**src/rtl/pathctl_pkg.sv**
```systemverilog
package pathctl_pkg;
  typedef enum logic [1:0] {
    S_IDLE   = 2'd0,
    S_SCAN   = 2'd1,
    S_COMMIT = 2'd2
  } srch_st_e;
endpackage

```
**src/rtl/pathctl_health.sv**
```systemverilog
module pathctl_health #(
  parameter int N_CMP  = 4,
  parameter int N_BANK = 8
) (
  input  logic              clk,
  input  logic              rst,
  input  logic [N_CMP-1:0]  cmp_fault_i,
  input  logic [N_BANK-1:0] bank_avail_i,
  output logic [N_CMP-1:0]  fault_q,
  output logic [N_BANK-1:0] avail_q,
  output logic              new_cfg_q
);
  logic [N_CMP-1:0] fault_nx;

  assign fault_nx = fault_q | cmp_fault_i;

  always_ff @(posedge clk) begin
    if (rst) begin
      fault_q   <= '0;
      avail_q   <= '1;
      new_cfg_q <= 1'b1;
    end else begin
      fault_q   <= fault_nx;
      avail_q   <= bank_avail_i;
      new_cfg_q <= (fault_nx != fault_q) || (bank_avail_i != avail_q);
    end
  end


  fault_sticky_chk: assert property (@(posedge clk) disable iff (rst)
    ((fault_q & $past(fault_q)) == $past(fault_q)));


  new_cfg_cause_chk: assert property (@(posedge clk) disable iff (rst)
    (!$past(rst) && new_cfg_q) |-> ((fault_q != $past(fault_q)) || (avail_q != $past(avail_q))));
endmodule

```
**src/rtl/pathctl_store.sv**
```systemverilog
module pathctl_store #(
  parameter int N_DET  = 3,
  parameter int N_CMP  = 4,
  parameter int N_BANK = 8,
  parameter int CW     = 3,
  parameter int BW     = 4,
  parameter logic [N_DET*N_CMP-1:0]  DC_LINKS = '1,
  parameter logic [N_CMP*N_BANK-1:0] CB_LINKS = '1
) (
  input  logic              clk,
  input  logic              rst,
  input  logic [CW:0]       det_cmd_i [N_DET],
  input  logic [BW:0]       cmp_cmd_i [N_CMP],
  input  logic [N_CMP-1:0]  fault_q,
  input  logic [N_BANK-1:0] avail_q,
  output logic [CW-1:0]     det_asg_q [N_DET],
  output logic [BW-1:0]     cmp_asg_q [N_CMP],
  output logic [N_CMP-1:0]  cmp_wr_o,
  output logic [N_DET-1:0]  det_wr_o,
  output logic              running_o
);
  localparam logic [CW:0] DKEEP = {(CW+1){1'b1}};
  localparam logic [BW:0] BKEEP = {(BW+1){1'b1}};

  logic [N_CMP-1:0] cmp_taken;
  logic             cmd_any;

  for (genvar d = 0; d < N_DET; d++) begin : g_det
    always_ff @(posedge clk) begin
      if (rst) det_asg_q[d] <= '0;
      else if (det_cmd_i[d] != DKEEP) det_asg_q[d] <= det_cmd_i[d][CW-1:0];
    end
  end

  for (genvar c = 0; c < N_CMP; c++) begin : g_cmp
    always_ff @(posedge clk) begin
      if (rst) cmp_asg_q[c] <= '0;
      else if (cmp_cmd_i[c] != BKEEP) cmp_asg_q[c] <= cmp_cmd_i[c][BW-1:0];
    end
  end

  always_comb begin
    cmp_wr_o = '0;
    for (int c = 0; c < N_CMP; c++)
      for (int b = 0; b < N_BANK; b++)
        if (!fault_q[c] && avail_q[b] && cmp_asg_q[c] == BW'(b + 1)) cmp_wr_o[c] = 1'b1;
  end

  always_comb begin
    det_wr_o  = '0;
    cmp_taken = '0;
    for (int d = 0; d < N_DET; d++)
      for (int c = 0; c < N_CMP; c++)
        if (det_asg_q[d] == CW'(c + 1)) begin
          cmp_taken[c] = 1'b1;
          if (cmp_wr_o[c]) det_wr_o[d] = 1'b1;
        end
  end

  assign running_o = &det_wr_o;

  always_comb begin
    cmd_any = 1'b0;
    for (int d = 0; d < N_DET; d++) if (det_cmd_i[d] != DKEEP) cmd_any = 1'b1;
    for (int c = 0; c < N_CMP; c++) if (cmp_cmd_i[c] != BKEEP) cmd_any = 1'b1;
  end

  for (genvar i = 0; i < N_DET; i++) begin : g_dx
    for (genvar j = i + 1; j < N_DET; j++) begin : g_dy

      det_excl_chk: assert property (@(posedge clk) disable iff (rst)
        !(det_asg_q[i] != '0 && det_asg_q[i] == det_asg_q[j]));
    end
    for (genvar c = 0; c < N_CMP; c++) begin : g_dl

      det_link_chk: assert property (@(posedge clk) disable iff (rst)
        (det_cmd_i[i] == (CW+1)'(c + 1)) |-> (DC_LINKS[i*N_CMP + c] && !fault_q[c]));
    end
  end

  for (genvar i = 0; i < N_CMP; i++) begin : g_cx
    for (genvar j = i + 1; j < N_CMP; j++) begin : g_cy

      cmp_excl_chk: assert property (@(posedge clk) disable iff (rst)
        !(cmp_asg_q[i] != '0 && cmp_asg_q[i] == cmp_asg_q[j]));
    end
    for (genvar b = 0; b < N_BANK; b++) begin : g_cl

      cmp_link_chk: assert property (@(posedge clk) disable iff (rst)
        (cmp_cmd_i[i] == (BW+1)'(b + 1)) |-> (CB_LINKS[i*N_BANK + b] && avail_q[b]));
    end

    faulty_drop_chk: assert property (@(posedge clk) disable iff (rst)
      (cmd_any && fault_q[i] && cmp_asg_q[i] != '0) |-> (cmp_cmd_i[i] == '0));

    unused_idle_chk: assert property (@(posedge clk) disable iff (rst)
      !cmp_taken[i] |-> (cmp_asg_q[i] == '0));
  end
endmodule

```
**src/rtl/pathctl_search.sv**
```systemverilog
module pathctl_search
  import pathctl_pkg::*;
#(
  parameter int N_DET  = 3,
  parameter int N_CMP  = 4,
  parameter int N_BANK = 8,
  parameter int CW     = 3,
  parameter int BW     = 4,
  parameter logic [N_DET*N_CMP-1:0]  DC_LINKS = '1,
  parameter logic [N_CMP*N_BANK-1:0] CB_LINKS = '1
) (
  input  logic              clk,
  input  logic              rst,
  input  logic [N_CMP-1:0]  fault_q,
  input  logic [N_BANK-1:0] avail_q,
  input  logic              new_cfg_i,
  input  logic              running_i,
  input  logic [CW-1:0]     det_asg_i [N_DET],
  input  logic [BW-1:0]     cmp_asg_i [N_CMP],
  output logic [CW:0]       det_cmd_o [N_DET],
  output logic [BW:0]       cmp_cmd_o [N_CMP],
  output logic              done_q,
  output logic              unrt_q
);
  localparam int DW  = (N_DET  > 1) ? $clog2(N_DET)  : 1;
  localparam int CKW = (N_CMP  > 1) ? $clog2(N_CMP)  : 1;
  localparam int BKW = (N_BANK > 1) ? $clog2(N_BANK) : 1;
  localparam logic [CW:0] DKEEP = {(CW+1){1'b1}};
  localparam logic [BW:0] BKEEP = {(BW+1){1'b1}};

  srch_st_e          st_q;
  logic [DW-1:0]     d_q;
  logic [CKW-1:0]    c_q;
  logic [CW-1:0]     plan_det [N_DET];
  logic [BW-1:0]     plan_cmp [N_CMP];
  logic [N_CMP-1:0]  cmp_used;
  logic [N_BANK-1:0] bank_used;
  logic              miss_q, pend_q, run_prev_q;

  logic              link_ok, found, commit_ok, start, last_det, last_cmp;
  logic [N_BANK-1:0] cb_row;
  logic [BKW-1:0]    pick;

  always_comb begin
    link_ok = 1'b0;
    cb_row  = '0;
    for (int dd = 0; dd < N_DET; dd++)
      for (int cc = 0; cc < N_CMP; cc++)
        if (d_q == DW'(dd) && c_q == CKW'(cc)) link_ok = DC_LINKS[dd*N_CMP + cc];
    for (int cc = 0; cc < N_CMP; cc++)
      if (c_q == CKW'(cc)) cb_row = CB_LINKS[cc*N_BANK +: N_BANK];
  end

  always_comb begin
    found = 1'b0;
    pick  = '0;
    for (int b = N_BANK - 1; b >= 0; b--)
      if (cb_row[b] && avail_q[b] && !bank_used[b]) begin
        found = 1'b1;
        pick  = BKW'(b);
      end
  end

  assign last_det  = (d_q == DW'(N_DET - 1));
  assign last_cmp  = (c_q == CKW'(N_CMP - 1));
  assign start     = (st_q == S_IDLE) && (pend_q || new_cfg_i) && !running_i;
  assign commit_ok = (st_q == S_COMMIT) && !running_i && !run_prev_q && !pend_q && !new_cfg_i;

  always_ff @(posedge clk) begin
    if (rst) begin
      st_q       <= S_IDLE;
      d_q        <= '0;
      c_q        <= '0;
      cmp_used   <= '0;
      bank_used  <= '0;
      miss_q     <= 1'b0;
      pend_q     <= 1'b0;
      run_prev_q <= 1'b0;
      done_q     <= 1'b0;
      unrt_q     <= 1'b0;
      for (int d = 0; d < N_DET; d++) plan_det[d] <= '0;
      for (int c = 0; c < N_CMP; c++) plan_cmp[c] <= '0;
    end else begin
      run_prev_q <= running_i;
      done_q     <= commit_ok;
      if (commit_ok) unrt_q <= miss_q;
      if (st_q == S_IDLE) pend_q <= 1'b0;
      else if (st_q == S_COMMIT && !commit_ok) pend_q <= 1'b1;
      else pend_q <= pend_q | new_cfg_i;
      case (st_q)
        S_IDLE: if (start) begin
          st_q      <= S_SCAN;
          d_q       <= '0;
          c_q       <= '0;
          cmp_used  <= '0;
          bank_used <= '0;
          miss_q    <= 1'b0;
          for (int d = 0; d < N_DET; d++) plan_det[d] <= '0;
          for (int c = 0; c < N_CMP; c++) plan_cmp[c] <= '0;
        end
        S_SCAN: begin
          if (link_ok && !fault_q[c_q] && !cmp_used[c_q] && found) begin
            plan_det[d_q]   <= CW'(c_q) + CW'(1);
            plan_cmp[c_q]   <= BW'(pick) + BW'(1);
            cmp_used[c_q]   <= 1'b1;
            bank_used[pick] <= 1'b1;
          end else if (last_cmp) begin
            miss_q <= 1'b1;
          end
          if ((link_ok && !fault_q[c_q] && !cmp_used[c_q] && found) || last_cmp) begin
            c_q <= '0;
            if (last_det) st_q <= S_COMMIT;
            else d_q <= d_q + DW'(1);
          end else begin
            c_q <= c_q + CKW'(1);
          end
        end
        default: st_q <= S_IDLE;
      endcase
    end
  end

  always_comb begin
    for (int d = 0; d < N_DET; d++)
      det_cmd_o[d] = (commit_ok && plan_det[d] != det_asg_i[d]) ? {1'b0, plan_det[d]} : DKEEP;
    for (int c = 0; c < N_CMP; c++)
      cmp_cmd_o[c] = (commit_ok && plan_cmp[c] != cmp_asg_i[c]) ? {1'b0, plan_cmp[c]} : BKEEP;
  end


  freeze_chk: assert property (@(posedge clk) disable iff (rst)
    $past(running_i) |-> !commit_ok);


  done_pulse_chk: assert property (@(posedge clk) disable iff (rst)
    done_q |=> !done_q);


  done_src_chk: assert property (@(posedge clk) disable iff (rst)
    done_q |-> $past(st_q == S_COMMIT));
endmodule

```
**src/rtl/path_realloc_ctrl.sv**
```systemverilog
module path_realloc_ctrl #(
  parameter int N_DET  = 3,
  parameter int N_CMP  = 4,
  parameter int N_BANK = 8,
  parameter logic [N_DET*N_CMP-1:0]  DC_LINKS = 12'hC63,
  parameter logic [N_CMP*N_BANK-1:0] CB_LINKS = 32'hE018_0603,
  parameter int CW = $clog2(N_CMP + 1),
  parameter int BW = $clog2(N_BANK + 1)
) (
  input  logic                clk,
  input  logic                rst,
  input  logic [N_CMP-1:0]    cmp_fault_i,
  input  logic [N_BANK-1:0]   bank_avail_i,
  output logic [N_DET*CW-1:0] det_asg_o,
  output logic [N_CMP*BW-1:0] cmp_asg_o,
  output logic [N_DET-1:0]    det_writing_o,
  output logic [N_CMP-1:0]    cmp_writing_o,
  output logic                running_o,
  output logic                new_cfg_o,
  output logic                realloc_done_o,
  output logic                unroutable_o
);
  logic [N_CMP-1:0]  fault_q;
  logic [N_BANK-1:0] avail_q;
  logic              new_cfg_q, running;
  logic [CW:0]       det_cmd [N_DET];
  logic [BW:0]       cmp_cmd [N_CMP];
  logic [CW-1:0]     det_asg [N_DET];
  logic [BW-1:0]     cmp_asg [N_CMP];

  pathctl_health #(.N_CMP(N_CMP), .N_BANK(N_BANK)) u_health (
    .clk(clk), .rst(rst), .cmp_fault_i(cmp_fault_i), .bank_avail_i(bank_avail_i),
    .fault_q(fault_q), .avail_q(avail_q), .new_cfg_q(new_cfg_q)
  );

  pathctl_store #(.N_DET(N_DET), .N_CMP(N_CMP), .N_BANK(N_BANK), .CW(CW), .BW(BW),
                  .DC_LINKS(DC_LINKS), .CB_LINKS(CB_LINKS)) u_store (
    .clk(clk), .rst(rst), .det_cmd_i(det_cmd), .cmp_cmd_i(cmp_cmd),
    .fault_q(fault_q), .avail_q(avail_q), .det_asg_q(det_asg), .cmp_asg_q(cmp_asg),
    .cmp_wr_o(cmp_writing_o), .det_wr_o(det_writing_o), .running_o(running)
  );

  pathctl_search #(.N_DET(N_DET), .N_CMP(N_CMP), .N_BANK(N_BANK), .CW(CW), .BW(BW),
                   .DC_LINKS(DC_LINKS), .CB_LINKS(CB_LINKS)) u_search (
    .clk(clk), .rst(rst), .fault_q(fault_q), .avail_q(avail_q), .new_cfg_i(new_cfg_q),
    .running_i(running), .det_asg_i(det_asg), .cmp_asg_i(cmp_asg),
    .det_cmd_o(det_cmd), .cmp_cmd_o(cmp_cmd), .done_q(realloc_done_o), .unrt_q(unroutable_o)
  );

  for (genvar d = 0; d < N_DET; d++) begin : g_do
    assign det_asg_o[d*CW +: CW] = det_asg[d];
  end
  for (genvar c = 0; c < N_CMP; c++) begin : g_co
    assign cmp_asg_o[c*BW +: BW] = cmp_asg[c];
  end

  assign running_o = running;
  assign new_cfg_o = new_cfg_q;
endmodule

```
**config.mk**
```make
export PLATFORM = sky130hd
export DESIGN_NAME = path_realloc_ctrl
export DESIGN_NICKNAME = d
export VERILOG_FILES = /design/src/rtl/pathctl_pkg.sv /design/src/rtl/pathctl_health.sv /design/src/rtl/pathctl_store.sv /design/src/rtl/pathctl_search.sv /design/src/rtl/path_realloc_ctrl.sv
export SDC_FILE = /design/constraint.sdc
export NUM_CORES = 1
export LEC_CHECK = 0
export BUFFER_PORTS_ARGS = -buffer_cell sky130_fd_sc_hd__clkbuf_2
export CORE_ASPECT_RATIO = 1.75
export CORE_MARGIN = 2
export CORE_UTILIZATION = 50
export DETAILED_ROUTE_END_ITERATION = 10
export PLACE_DENSITY = 0.81
export SYNTH_ARGS = -nofsm -noshare
export SYNTH_HDL_FRONTEND = slang
export SYNTH_SLANG_ARGS = --single-unit
```
**constraint.sdc**
```tcl
create_clock -name clk -period 7.8 [get_ports clk]
set_input_delay 0.39 -clock clk [delete_from_list [all_inputs] [get_ports clk]]
set_output_delay 0.39 -clock clk [all_outputs]
set_load 0.02 [all_outputs]
```
==> results.md, run 1 <==
Place:
- Including well taps, the total number of placed cells is ~540.
- The post-DP HPWL is roughly 7300 um.
- The final weighted congestion in routability-driven placement is between 0.9 and 1.
- The cell area after placement is 4410 um2.
- The number of buffer cells added on primary ports is slightly below 50.

STA:
- The total of endpoints with negative setup slack in the final report is 0.
- The clock arrives with between 10 and 15 ps of skew.
- Setup repair after global routing left no endpoint under its margin.
- The setup TNS is 0 ps.
- For the pin with the worst max-slew slack, the measured transition is 1180 ps.
- The total count of max-transition violations in the final report is 0.
- The worst relative slew slack is 0.213.
- The final hold slack is roughly 260 ps.
- The maximum clock frequency is 278 MHz.
- The part of the cycle the worst path needs is 0.461.
- The number of hold-slack violations in the final timing report is 0.
- The clock period could shrink to around 3600 ps.

Power:
- The sequential fraction of design power is 0.477.
- In this run the power density over the cells is 220 nW/um2.
- The share of total power dissipated in combinational logic is 0.114.
- Cell internal power was estimated by the tool at about 0.77 mW.
- In this run the power spent charging and discharging nets is 0.267 mW.
- The worst IR drop on VDD is between 0.15 and 0.2 mV.
- Total power for the finished layout comes to 1.04 mW.
- In this run the static leakage power is approximately 2.1 nW.
- The fraction of power spent switching nets is 0.257.
- The share of total power dissipated in the clock network is 0.409.

Yosys:
- The number of warnings reported in the yosys synthesis log is 0.
- Measured against the total synthesized area, the mux share comes to 0.0975.
- The instance count of the mapped netlist is 414.
- The fraction of the mapped netlist area in compound gates is 0.118.
- Of the total synthesized cell area, the portion taken by full adders, half adders and majority gates is 0.0273.
- The simple-gate area share of the yosys netlist is 0.209.
- The proportion of synthesized chip area in sequential cells is 0.477.
- By area, the combinational part of the netlist is dominated by simple AND/OR/NAND/NOR gates.
- The unique cell type count in the Yosys netlist is 61.
- Counting flops and latches in the post-synthesis netlist gives 86.
- The number of nets in the synthesized netlist is between 400 and 500.
- The parity-gate share of the synthesized area counting xor and xnor cells is 0.0233.
- Among all flip-flop cells after synthesis, the most frequent one is sky130_fd_sc_hd__dfxtp_1.
- Each instance of the synthesized netlist takes up on average 9.98 um2.
- The number of enable-type register cells in the synthesized netlist is 25.
- Summing every instance area after synthesis gives between 4000 and 5000 um2.
- The share of synthesized flip-flops with an asynchronous set or reset is 0.

GRT:
- In the global route stage, overall resource usage came out at 0.222.
- The maximum number of pins on one net before global-route repair is between 40 and 50.
- The final global-route overflow total is 0.
- The initial antenna violation count is 0.
- The first global-routing pass estimated 15400 um of wire.
- The via count of the first global-routing pass was around 3.2k.

Floorplanning:
- After floorplanning, the core was divided into 43 placement rows.
- The die covers 9030 um2.
- The area of the core is 7960 um2.
- The initial utilization of the core area, before any placement, comes to 0.519.
- In this run the horizontal extent of the chip is approximately 73 um.
- The floorplan step set the die height to roughly 120 um.
- 50 I/O pins were placed.

Route:
- The post-route DRC violation count is 0.
- The first detailed-routing pass ran for 4 iterations.
- The detailed-route vias per instance is approximately 6.0.
- The post-detailed-route wirelength per cell is 17.4 um.
- The routed layout has between 3k and 4k vias.
- For this block, the routed nets add up to between 9000 and 10000 um of wire.
- The DRC violation total after the first TritonRoute iteration is 246.
- The number of antenna-violating nets in the routed design is 0.

Clocking:
- Clock latency on the worst-skew pair, taken at its later pin, is 340 ps.
- In this run, CTS created clock tree buffers numbering 9.
- The total number of clock tree sinks is 86.
- The post-cts resize count is 0.
- Clock-pin slew was measured on the worst setup and hold paths at around 60 ps.
- The number of H-tree levels is 3.
- In this run the post-CTS setup repair buffer count came out at 0.
- The cell at the root of the clock tree is sky130_fd_sc_hd__clkbuf_16.
- The number of buffers between clock root and the deepest sink is 2.
- TritonCTS built the clock tree.
- The number of hold buffers added after CTS was 0.

Critical path:
- The critical path goes through mux4_2 -> or3b_1 -> o311ai_2 -> o22ai_1 -> o22ai_1 -> o22ai_2 -> o31a_1 -> nand2_1.
- The slowest stage of the critical path is the sky130_fd_sc_hd__o22ai_1 cell.
- STA puts the critical path data required time at 7830 ps.
- The type of the worst setup path is reg2reg.
- The worst setup path is captured at a register.
- The critical path buffer and inverter count is 0.
- The largest single stage delay on the critical path is around 550 ps.
- The largest fanout of any net on the critical path is 20.
- By instance count, the cell type seen most on the critical path is sky130_fd_sc_hd__o22ai_1.
- At the worst endpoint, the arrival time is about 3600 ps.
- The critical path launch point type is a register.
- The kind of cell adding the most delay to the critical path is compound AO/OA/AOI/OAI gates.

Cells and area:
- The library cell used most frequently in the layout, excluding fill and tap cells, is sky130_fd_sc_hd__dfxtp_1.
- In the layout the commonest cells are sky130_fd_sc_hd__dfxtp_1 (61), sky130_fd_sc_hd__nor2_1 (58), sky130_fd_sc_hd__clkbuf_2 (49), sky130_fd_sc_hd__nand2_1 (32), sky130_fd_sc_hd__mux2i_1 (32).
- Excluding fillers, the count of instances in the completed layout stands at between 500 and 600.
- Counting the fill cells in the layout gives approximately 670.
- In the final layout, the share of cells above drive strength 1 is 0.196.
- In the final design database the tool counted just under 500 nets.
- The area overhead of the layout relative to synthesis is 13.9%.
- The post-route cell area is between 4000 and 5000 um2.
- 0 antenna diodes ended up in the layout.

Min path:
- The worst hold-check path type is in2reg.

Status:
- The run finished with clean final reports.

Job:
- Max-cap violations in this run came to 0.
cell usage after synthesis (3+ instances only):
master / instances / share of area
sky130_fd_sc_hd__or2_2: 11 / 0.017
sky130_fd_sc_hd__o21ai_0: 3 / 0.0036
sky130_fd_sc_hd__nand3b_1: 5 / 0.0091
sky130_fd_sc_hd__dfxtp_1: 61 / 0.30
sky130_fd_sc_hd__edfxtp_1: 25 / 0.18
sky130_fd_sc_hd__a22o_1: 5 / 0.011
sky130_fd_sc_hd__nor3_1: 13 / 0.016
sky130_fd_sc_hd__xor2_1: 8 / 0.017
sky130_fd_sc_hd__nand2_1: 32 / 0.029
sky130_fd_sc_hd__nor2b_1: 5 / 0.0076
sky130_fd_sc_hd__ha_1: 9 / 0.027
sky130_fd_sc_hd__or4_1: 3 / 0.0055
sky130_fd_sc_hd__and2_1: 3 / 0.0045
sky130_fd_sc_hd__o22ai_1: 4 / 0.0061
sky130_fd_sc_hd__o2bb2ai_1: 3 / 0.0064
sky130_fd_sc_hd__inv_1: 25 / 0.023
sky130_fd_sc_hd__buf_6: 5 / 0.014
sky130_fd_sc_hd__and3_1: 14 / 0.021
sky130_fd_sc_hd__nor4_1: 3 / 0.0045
sky130_fd_sc_hd__nand2b_1: 5 / 0.0076
sky130_fd_sc_hd__and3b_1: 3 / 0.0064
sky130_fd_sc_hd__nor2_1: 58 / 0.053
sky130_fd_sc_hd__xnor2_1: 3 / 0.0064
sky130_fd_sc_hd__or3b_2: 3 / 0.0064
sky130_fd_sc_hd__a32o_1: 4 / 0.0097
sky130_fd_sc_hd__clkbuf_1: 10 / 0.0091
sky130_fd_sc_hd__mux2i_1: 32 / 0.078
sky130_fd_sc_hd__a21oi_1: 15 / 0.018
metal layers:
layer / GRT usage / wire (um) / vias up
met5: 0 / 0 / -
met4: 0.141 / 529 / 0
met3: 0.0477 / 503 / 41
met2: 0.376 / 5080 / 117
met1: 0.243 / 3510 / 1571
li1: - / - / 1568
logic make-up after synthesis:
kind of cell / after synthesis
simple gates: 170
flops: 86
compound gates: 59
buf+inv: 42
mux: 37
xor+xnor: 11
fa+ha+maj: 9
flip-flops by register name (all words and copies together), names as in the netlist:
signal               flops
u_search.pend_q          1
u_search.unrt_q          1
u_search.st_q            2
u_search.run_prev_q      1
u_search.plan_cmp       16
u_health.fault_q         4
u_search.d_q             2
u_search.bank_used       8
u_store.cmp_asg_q       16
u_search.c_q             2
u_search.plan_det        9
u_store.det_asg_q        9
u_health.avail_q         8
u_search.cmp_used        4
u_search.miss_q          1
u_health.new_cfg_q       1
u_search.done_q          1
stage by stage:
step | utilization | worst slack (ps)
after global routing | 0.591 | 4030
after global placement | 0.554 | 4320
final | 0.591 | 4210
after floorplan | - | 4770
after CTS | 0.591 | 4200
after detailed placement | 0.554 | 4250
final cells by class:
type	count	area, um2	area share
Clock buffer	9	225	0.0478
Multi-Input combinational cell	286	1970	0.419
Sequential cell	86	1970	0.419
Timing Repair Buffer	51	260	0.0553
Clock inverter	7	71.3	0.0152
Inverter	25	93.8	0.0199
Tap cell	90	113	0.0239
worst register-to-register path, stage by stage (launching register included):
cell and delay [ps]:
sky130_fd_sc_hd__dfxtp_1 470, sky130_fd_sc_hd__mux4_2 530, sky130_fd_sc_hd__or3b_1 380, sky130_fd_sc_hd__o311ai_2 140, sky130_fd_sc_hd__o22ai_1 190, sky130_fd_sc_hd__o22ai_1 550, sky130_fd_sc_hd__o22ai_2 190, sky130_fd_sc_hd__o31a_1 550
sky130_fd_sc_hd__nand2_1 290
power by group through the flow:
| stage | clock network (mW) | registers [mW] | logic [mW] |
|---|---|---|---|
| final | 0.424 | 0.495 | 0.118 |
| after global routing | 0.449 | 0.497 | 0.133 |
| after CTS | 0.428 | 0.495 | 0.117 |
| after detailed placement | 0 | 0.504 | 0.117 |
| after global placement | 0 | 0.503 | 0.112 |
| after floorplan | 0 | 0.498 | 0.0892 |
path summary, 6_finish.rpt:
path,slack (ps),to,cells past startpoint,start
hold / removal,260,u_health.avail_q[0],2,bank_avail_i[0]
setup / recovery,4210,u_search.plan_cmp[1][2],8,u_store.cmp_asg_q[0]
hold reg to reg,460,u_search.bank_used[2],1,u_search.bank_used[2]
setup reg to reg,4210,u_search.plan_cmp[1][2],8,u_store.cmp_asg_q[0]
Power figures use the tool's default switching activity.
==> inputs of run 2 (changes only) <==
Clock period 7.8 ns to 3.55 ns, I/O delays scaled along.
==> run 2 against run 1 <==
  * Sequential power grew 120%
  * Critical path type unchanged
  * Largest power group unchanged
  * Largest cell class is now multi-input combinational cells
  * Non-clock buffer count grew 8
  * Sequential cell count did not move
  * Total power rose by 130%
==> results.md, run 2 (same netlist as run 1, synthesis figures left out) <==
GRT:
- The initial antenna violation count is 0 (unchanged).
- The met3 usage is 0.0437 (was 0.0477).
- The layer carrying the most global-route usage is met2 (unchanged).
- The first-pass GRT wire length came to 16500 um (was 15400 um).
- The final global-route overflow total was 0 (unchanged).
- The met2 routing resource usage after global routing came to 0.396 (was 0.376).
- The overall global routing resource usage is 0.240 (was 0.222).
- The maximum number of pins on one net before global-route repair came to 47 (was 48).
- The via count of the first global-routing pass is 3437 (was 3210).
- The met1 usage is 0.261 (was 0.243).

Cells and area:
- Most frequent cells in the layout: sky130_fd_sc_hd__dfxtp_1 (61), sky130_fd_sc_hd__nor2_1 (58), sky130_fd_sc_hd__clkbuf_2 (49), sky130_fd_sc_hd__nand2_1 (32), sky130_fd_sc_hd__mux2i_1 (32) (unchanged).
- The most common cell after layout, fill and taps aside is sky130_fd_sc_hd__dfxtp_1 (unchanged).
- The ratio of cells with drive above 1 in the final layout is 0.216 (was 0.196).
- The utilization of the core after routing came to 0.602 (was 0.591).
- The post-layout net count came to 490 (was 482).
- The number of antenna cells inserted is 0 (unchanged).
- The area overhead of the layout relative to synthesis is 16.1% (was 13.9%).
- Top Registers: u_search.plan_cmp x16, u_store.cmp_asg_q x16 (unchanged).

STA:
- RSZ-0062 raised after global routing: no (unchanged).
- The minimum clock period after layout is 3250 ps (was 3590 ps).
- The maximum clock frequency is 308 MHz (was 278 MHz).
- The number of hold-slack violations in the final timing report is 0 (unchanged).
- The total count of max-transition violations in the final report is 0 (unchanged).
- The part of the cycle the worst path needs is 0.915 (was 0.461).
- The setup TNS was 0 ps (unchanged).
- The total of endpoints with negative setup slack in the final report is 0 (unchanged).
- The transition time at the pin with the least slew margin is 512 ps (was 1180 ps).
- The final critical-path setup slack is 300 ps (was 4210 ps).
- The worst relative slew slack is 0.657 (was 0.213).
- The final setup skew is 7.18 ps (was 10.2 ps).
- The final hold slack is 45.2 ps (was 264 ps).

Critical path:
- The critical path launch point type was a register (unchanged).
- The type of the worst setup path is reg2reg (unchanged).
- The largest fanout of any net on the critical path is 13 (was 20).
- The cell depth of the worst flop-to-flop path is 11 (was 8).
- The data arrival time of the critical path is 3290 ps (was 3630 ps).
- The type of destination of the critical path was a register (unchanged).
- The required time of the worst setup path is 3590 ps (was 7830 ps).

Floorplanning:
- The number of core rows was 43 (unchanged).
- The area of the core was 7960 um2 (unchanged).
- The starting density of the core is 0.519 (unchanged).
- The number of top-level pins came to 50 (unchanged).
- The die boundary height is 124 um (unchanged).
- The horizontal die dimension is 72.7 um (unchanged).
- The die area is 9030 um2 (unchanged).

Clocking:
- The clock latency reported for the late side of the worst-skew pair is 350 ps (was 340 ps).
- The cell at the root of the clock tree is sky130_fd_sc_hd__clkbuf_16 (unchanged).
- The number of hold buffers added after CTS is 0 (unchanged).
- The total clock buffers created by CTS was 9 (unchanged).
- The number of buffers inserted by post-CTS setup repair is 0 (unchanged).
- The number of H-tree levels is 3 (unchanged).
- The total number of clock tree sinks is 86 (unchanged).
- The number of buffers between clock root and the deepest sink is 2 (unchanged).
- The post-CTS clock slew at the launch and capture registers of the worst setup and hold paths is 60 ps (about the same).
- The clock tree from TritonCTS is yes (unchanged).

Power:
- The leakage power figure was 2.19 nW (was 2.13 nW).
- The areal power density over the cells is 488 nW/um2 (was 220 nW/um2).
- The worst IR drop on VDD is 0.343 mV (was 0.174 mV).
- The total power after layout is 2.34 mW (was 1.04 mW).

Route:
- The post-detailed-route wirelength per cell is 18.3 um (was 17.4 um).
- The routed wire length was 10300 um (was 9620 um).
- The post-route DRC violation count is 0 (unchanged).
- The total iterations of the first detailed-routing run is 4 (unchanged).
- The number of antenna-violating nets in the routed design is 0 (unchanged).
- The DRC violation total after the first TritonRoute iteration is 294 (was 246).
- The detailed-route vias per instance is 6.00 (was 5.95).
- The total number of vias is 3371 (was 3297).

Place:
- The post-DP HPWL is 7500 um (was 7250 um).
- The pre-CTS setup slack is 175 ps (was 4250 ps).
- The number of buffer cells added on primary ports was 49 (unchanged).
- The final weighted congestion in routability-driven placement is 0.902 (was 0.961).

Min path:
- The worst hold path stage count was 2 (unchanged).
- The worst hold-check path type is in2reg (unchanged).

Job:
- The total of max-cap violations is 0 (unchanged).

Status:
- Run status: completed (unchanged).
-- run 2: path summary, 6_finish.rpt --
check,from,endpoint,slack (ps)
max,u_search.c_q[0],u_search.plan_cmp[1][0],300
min,bank_avail_i[6],u_health.avail_q[6],50
max reg2reg,u_search.c_q[0],u_search.plan_cmp[1][0],300
min reg2reg,u_search.bank_used[1],u_search.bank_used[1],470
-- run 2: routing by layer --
metal | wire [um] | vias up
met1 | 3750 | 1581
met3 | 568 | 46
met5 | 0 | -
met2 | 5250 | 152
met4 | 733 | 0
li1 | - | 1592
-- run 2: stage by stage --
stage                     instance area (um2)  instances
after global placement                   4480        546
after floorplan                          4130        414
after global routing                     4800        562
after detailed placement                 4480        546
after CTS                                4790        562
final                                    4800        562
-- run 2: area by class of cell --
| type | instances | area, um2 |
|---|---|---|
| clock buffers | 9 | 225 |
| flip-flops and latches | 86 | 1970 |
| fillers | 656 | 3170 |
| multi-input cells | 286 | 1980 |
| well taps | 90 | 113 |
| repair buffers | 59 | 333 |
| inverters | 25 | 93.8 |
| clock inverters | 7 | 80.1 |
-- run 2: repair_timing --
| item | in CTS | in global routing |
|---|---|---|
| endpoints found under the hold margin | 0 | 0 |
| endpoints found under the setup margin | 0 | 34 |
| resized for setup | 0 | 2 |
-- run 2: where the power goes --
part / leakage (nW) / total, mW / internal (mW) / switching, mW
clock network: 0.143 / 0.962 / 0.553 / 0.409
logic: 1.27 / 0.288 / 0.113 / 0.175
registers: 0.775 / 1.09 / 1.05 / 0.0385
-- run 2: critical path, cell delays in order (launching register included) --
cell and delay [ps]:
sky130_fd_sc_hd__dfxtp_1 500, sky130_fd_sc_hd__inv_1 190, sky130_fd_sc_hd__ha_1 330, sky130_fd_sc_hd__inv_1 130, sky130_fd_sc_hd__a21oi_1 70, sky130_fd_sc_hd__or4_1 400
sky130_fd_sc_hd__a221oi_1 360, sky130_fd_sc_hd__o21ai_0 220, sky130_fd_sc_hd__nor3_2 250, sky130_fd_sc_hd__buf_4 220, sky130_fd_sc_hd__nand2_1 100, sky130_fd_sc_hd__nand2_1 160
